`config.mk`:
```
export PLATFORM = sky130hd
export DESIGN_NAME = rf_fwd2r1w
export DESIGN_NICKNAME = d
export VERILOG_FILES = /design/src/rtl/rf_fwd2r1w.sv
export SDC_FILE = /design/constraint.sdc
export NUM_CORES = 2
export LEC_CHECK = 0
export CORE_ASPECT_RATIO = 1.5
export CORE_MARGIN = 3
export CORE_UTILIZATION = 60
export DETAILED_ROUTE_END_ITERATION = 10
export MAX_ROUTING_LAYER = met4
export PLACE_DENSITY = 0.77
export SLEW_MARGIN = 20
export SYNTH_ARGS = -nofsm -noshare
export SYNTH_HDL_FRONTEND = slang
export SYNTH_SLANG_ARGS = --single-unit
```
`constraint.sdc`:
```
create_clock -name clk -period 4.95 [get_ports clk]
set_clock_uncertainty 0.15 [all_clocks]
set_input_delay 0.7425 -clock clk [delete_from_list [all_inputs] [get_ports clk]]
set_output_delay 0.7425 -clock clk [all_outputs]
set_load 0.05 [all_outputs]
```
`src/rtl/rf_fwd2r1w.sv`:
```
module rf_fwd2r1w #(
  parameter int NREGS = 32,
  parameter int WIDTH = 32
) (
  input  logic                     clk,
  input  logic                     rst_n,
  input  logic                     wb_en,
  input  logic [$clog2(NREGS)-1:0] wb_addr,
  input  logic [WIDTH-1:0]         wb_data,
  input  logic [$clog2(NREGS)-1:0] ra_addr,
  output logic [WIDTH-1:0]         ra_data,
  input  logic [$clog2(NREGS)-1:0] rb_addr,
  output logic [WIDTH-1:0]         rb_data
);
  localparam int AW = $clog2(NREGS);
  localparam int NRD = 2;

  logic [WIDTH-1:0] regs [NREGS];
  logic [AW-1:0]    rd_addr [NRD];
  logic [WIDTH-1:0] rd_q    [NRD];
  logic             wr_live;

  assign wr_live    = wb_en && (wb_addr != '0);
  assign rd_addr[0] = ra_addr;
  assign rd_addr[1] = rb_addr;
  assign ra_data    = rd_q[0];
  assign rb_data    = rd_q[1];

  always_ff @(posedge clk) begin
    if (!rst_n) begin
      for (int i = 0; i < NREGS; i++) regs[i] <= '0;
    end else if (wr_live) begin
      regs[wb_addr] <= wb_data;
    end
  end

  for (genvar g = 0; g < NRD; g++) begin : g_rd
    logic hit;
    assign hit = wr_live && (wb_addr == rd_addr[g]);

    always_ff @(posedge clk) begin
      if (!rst_n)                  rd_q[g] <= '0;
      else if (rd_addr[g] == '0)   rd_q[g] <= '0;
      else if (hit)                rd_q[g] <= wb_data;
      else                         rd_q[g] <= regs[rd_addr[g]];
    end

    AST_ZERO_REG: assert property (@(posedge clk) disable iff (!rst_n)
      rd_addr[g] == '0 |=> rd_q[g] == '0);

    AST_FWD_WIN: assert property (@(posedge clk) disable iff (!rst_n)
      (wb_en && wb_addr != '0 && wb_addr == rd_addr[g]) |=> rd_q[g] == $past(wb_data));

    AST_WRITE_SEEN: assert property (@(posedge clk) disable iff (!rst_n)
      ($past(rst_n) && $past(wb_en) && $past(wb_addr) != '0 && !wb_en
       && rd_addr[g] == $past(wb_addr)) |=> rd_q[g] == $past(wb_data, 2));
  end

  AST_RESET_CLR: assert property (@(posedge clk)
    !rst_n |=> (ra_data == '0 && rb_data == '0));
endmodule

```
# [Word level (Yosys, flattened, before mapping)]
# Memories as Yosys holds them, arrays and structs flattened.
# Cells that the tools add are included.
[totals] ff_bits=0 ram_bits=1088 inputBits=50 output_inout_bits=64 elab_cells=52 n_memories=2
[mem_list] memory="regs" words=32 word_bits=32 read_ports=2 rd_ports_with_merged_regs=0 wr=32 line_no="18" rtl="logic [WIDTH-1:0] regs [NREGS];"
[mem_list] memory="rd_q" words=2 word_bits=32 read_ports=2 rd_ports_with_merged_regs=0 wr=2 line_no="20" rtl="logic [WIDTH-1:0] rd_q [NRD];"
[classes] eq_ne=2 n_mux=35 n_bitwise=6 n_reduce_logical=7
[ops] operator="2-to-1 mux 32 bit" count=7
[ops] operator="OR reduction 32 bit" count=1
[ops] operator="2-to-1 mux 1 bit" count=27
[ops] operator="== test 5 bit" count=2
[ops] operator="logical NOT 5 bit" count=2
[ops] operator="OR 1 bit" count=6
[ops] operator="2-to-1 mux 5 bit" count=1
[ops] operator="nonzero test 5 bit" count=1
[ops] operator="logical AND 1 bit" count=3

# [Longest topological paths before layout]
[logic_depth] word_depth=9 ltp_mapped=9 mapped_depth_nobuf=5

# [Least setup slack after synthesis]
# Ideal clock, no wire load.
[synth_path] kind="input to register" from="input port wb_addr[2]" to="memory regs[28][0] (enable)" setup_time_ps=466 arrival_time_ps=3904 t_required_ps=4334 slack_ps=431 path_stages=6 path_buffers=3 path_cell_list="buf_2 or3_1 buf_2 nand4_1 clkbuf_1 o21ai_0"
[synth_lines] item="start, declared" line_no="8" rtl="input logic [$clog2(NREGS)-1:0] wb_addr,"
[synth_lines] item="end, declared" line_no="18"

==> impl_metrics.csv <==
group,metric,value,unit
detailed_routing,wl,184000,um
critical_path,required,5.26,ns
sta,maxSlewHeadroom,13.5,%
synthesis,async_reset_ff_share,0,%
synthesis,ys.flop_type,"edfxtp_1",
global_route,overflow,0,
detailed_routing,via_count,36999,
synthesis,postSynthAreaPerCell,15.4,um2
job,maxCapViolations,0,
floorplanning,die_area,0.0989,mm2
final_layout,syn_to_final_growth,12.0,%
sta,fin_crit,3.60,ns
global_route,grt_max_degree,77,
floorplanning,num_io_pins,114,
detailed_routing,drtIter0Drc,6066,
synthesis,yosysWarnings,0,
placement,place_congestion,0.897,
synthesis,synth_largest_area_cell,"edfxtp_1",
critical_path,crit_chain,"clkdlybuf4s50_1 > or3_1 > o31ai_4 > o31ai_4 > buf_12 > a211oi_1 > a211o_1",
sta,finalHoldViolations,0,
synthesis,syn_area,0.0571,mm2
critical_path,path_class,"primary input to register",
synthesis,synth_seq_cells,1088,
detailed_routing,drt_pass1_iterations,5,
clock_network,clockBufferDepth,3,
global_route,grt_pass1_vias,37291,
outcome,status,"completed",
synthesis,yosysUniqueCellTypes,43,
clock_network,root_buffer,"clkbuf_16",
pwr,power_leakage,0.0220,uW
detailed_routing,final_antenna_net_count,0,
pwr,ir_worst_vdd,0.339,mV
sta,setup_viol,0,
detailed_routing,drc,0,
sta,fmax,278,MHz
synthesis,synth_edf_count,1088,
floorplanning,rows,137,
final_layout,final_core_util,68.3,%
critical_path,cp_common_cell,"o31ai_4",
detailed_routing,wire_per_inst,36.1,um
sta,slew_viol_final,0,
synthesis,yosysSeqAreaShare,57.2,%
final_layout,drive_above_1_share,23.7,%
critical_path,cpPeakStageDelay,0.94,ns
critical_path,start_kind,"primary input",
clock_network,cts_tree,"done",
detailed_routing,via_per_inst,7.24,
global_route,track_usage,38.9,%
critical_path,critPathMaxFanout,20,
worst_hold_path,min_path_type,"primary input to register",
critical_path,end_kind,"register",
floorplanning,core_area,0.0936,mm2
floorplanning,start_util,61.0,%
pwr,total_power,21500,uW
placement,dpl.hpwl,109000,um
clock_network,post-cts-setup-buffers,0,
pwr,p_per_area,336,mW/mm2
floorplanning,die_w,258,um
floorplanning,die_h,384,um
placement,post-place-ws,0.682,ns
final_layout,layout_commonest_cell,"edfxtp_1",
clock_network,clock_sinks,1088,
sta,tightest_slew,1.30,ns
placement,io_buffers,113,
sta,fin_crit_sh,72.7,%
synthesis,syn_inst,3702,
final_layout,final_cell_mix,"edfxtp_1, and2_1, mux4_2, mux2i_1, a211oi_1",
final_layout,layout.nets,3811,
clock_network,worstSkewPairLatency,0.73,ns
critical_path,crit_arrival,3.91,ns
critical_path,slowest_stage,"o31ai_4",
sta,final.setup.worst_slack,1.35,ns
clock_network,cts_inserted_buffers,100,
global_route,antenna_found_initial,22,
clock_network,ctsResizeCount,0,
clock_network,h-tree-depth,3,
clock_network,cts_hold_buffers,0,
final_layout,stdcell_count,5112,
sta,rsz0062_at_grt,"no",
synthesis,synth.top_cell.area_share,57.2,%
clock_network,path_clk_slew,0.07,ns
sta,fin_setup_tns,0,ns
synthesis,synthTopCellsByArea,"edfxtp_1, mux4_2, and2_1",
placement,placedCellCount,4910,
global_route,grt_pass1_wl,263000,um
report_power, final:
part	total, uW	switching (uW)	internal [uW]
sequential	11000	300	10700
clock	7830	3580	4260
combinational	2690	1570	1120
total	21500	5450	16100
Yosys cell counts (all sizes together), types with 2 or more instances:
library cell and instances:
edfxtp 1088, and2 994, mux4 494, clkbuf 280
mux2i 158, a211oi 140, buf 123, nor2b 66
nor2 50, o21ai 50, a211o 32, a21oi 29
nand2 27, o22ai 25, a22oi 18, mux2 17
o31ai 16, a22o 13, a221oi 10, xnor2 10
a31oi 9, o22a 9, a21o 7, a311oi 6
nand3b 5, nand3 4, nor3 3, nor4 3
conb 2, nand2b 2, nand4 2, nand4b 2
nor3b 2, or3 2
kinds of logic (layout without fill, tap and decap cells):
kind of cell | Yosys count | count (layout) | share of synthesized area (%)
DFF | 1088 | 1088 | 57.2
other | 2 | 110 | 0.0132
muxes | 669 | 669 | 22.6
AOI/OAI and AO/OA | 365 | 365 | 4.58
buffers and inverters | 404 | 455 | 2.95
and+or+nand+nor | 1164 | 1164 | 12.5
xor gates and xnor gates | 10 | 10 | 0.153
path summary, 6_finish.rpt:
check                           cells past startpoint  slack [ns]          end         start
worst max register to register                      5        2.56   rd_q[1][0]   regs[20][0]
worst max-delay path                                7        1.35  rd_q[1][26]    wb_addr[2]
worst min-delay path                                2        0.41  regs[5][11]         rst_n
worst min register to register                      4        0.86  rd_q[0][29]  regs[14][29]
layer usage:
metal	GRT usage, %	wire [um]	vias up
met5	-	0	-
met4	23.4	13500	0
met3	10.1	23800	804
met1	47.2	59500	18691
met2	59.3	87700	3127
li1	-	-	14377
sequential cells by signal, indices dropped and copies added (netlist names):
register / cells
regs: 1024
rd_q: 64
area by class of cell:
type | count | area [um2]
fillers | 6254 | 29700
flip-flops and latches | 1088 | 32700
diodes | 14 | 35.0
multi-input cells | 2304 | 23700
repair buffers | 266 | 2690
clock inverters | 66 | 632
clock buffers | 122 | 2610
inverters | 1 | 3.75
well taps | 1251 | 1570
stage by stage:
stage / cell area, um2 / hold WS [ns]
after floorplan: 57400 / 0.716
after global placement: 60700 / 0.827
after detailed placement: 60700 / 0.838
after CTS: 64000 / 0.384
after global routing: 63900 / 0.399
final: 63900 / 0.410
critical path, delay by kind of cell:
kind,cells,cell delay [ns]
buf+inv,2,0.98
simple gates,1,0.64
compound gates,4,1.52
No activity file was read; power rests on OpenSTA's default activity.
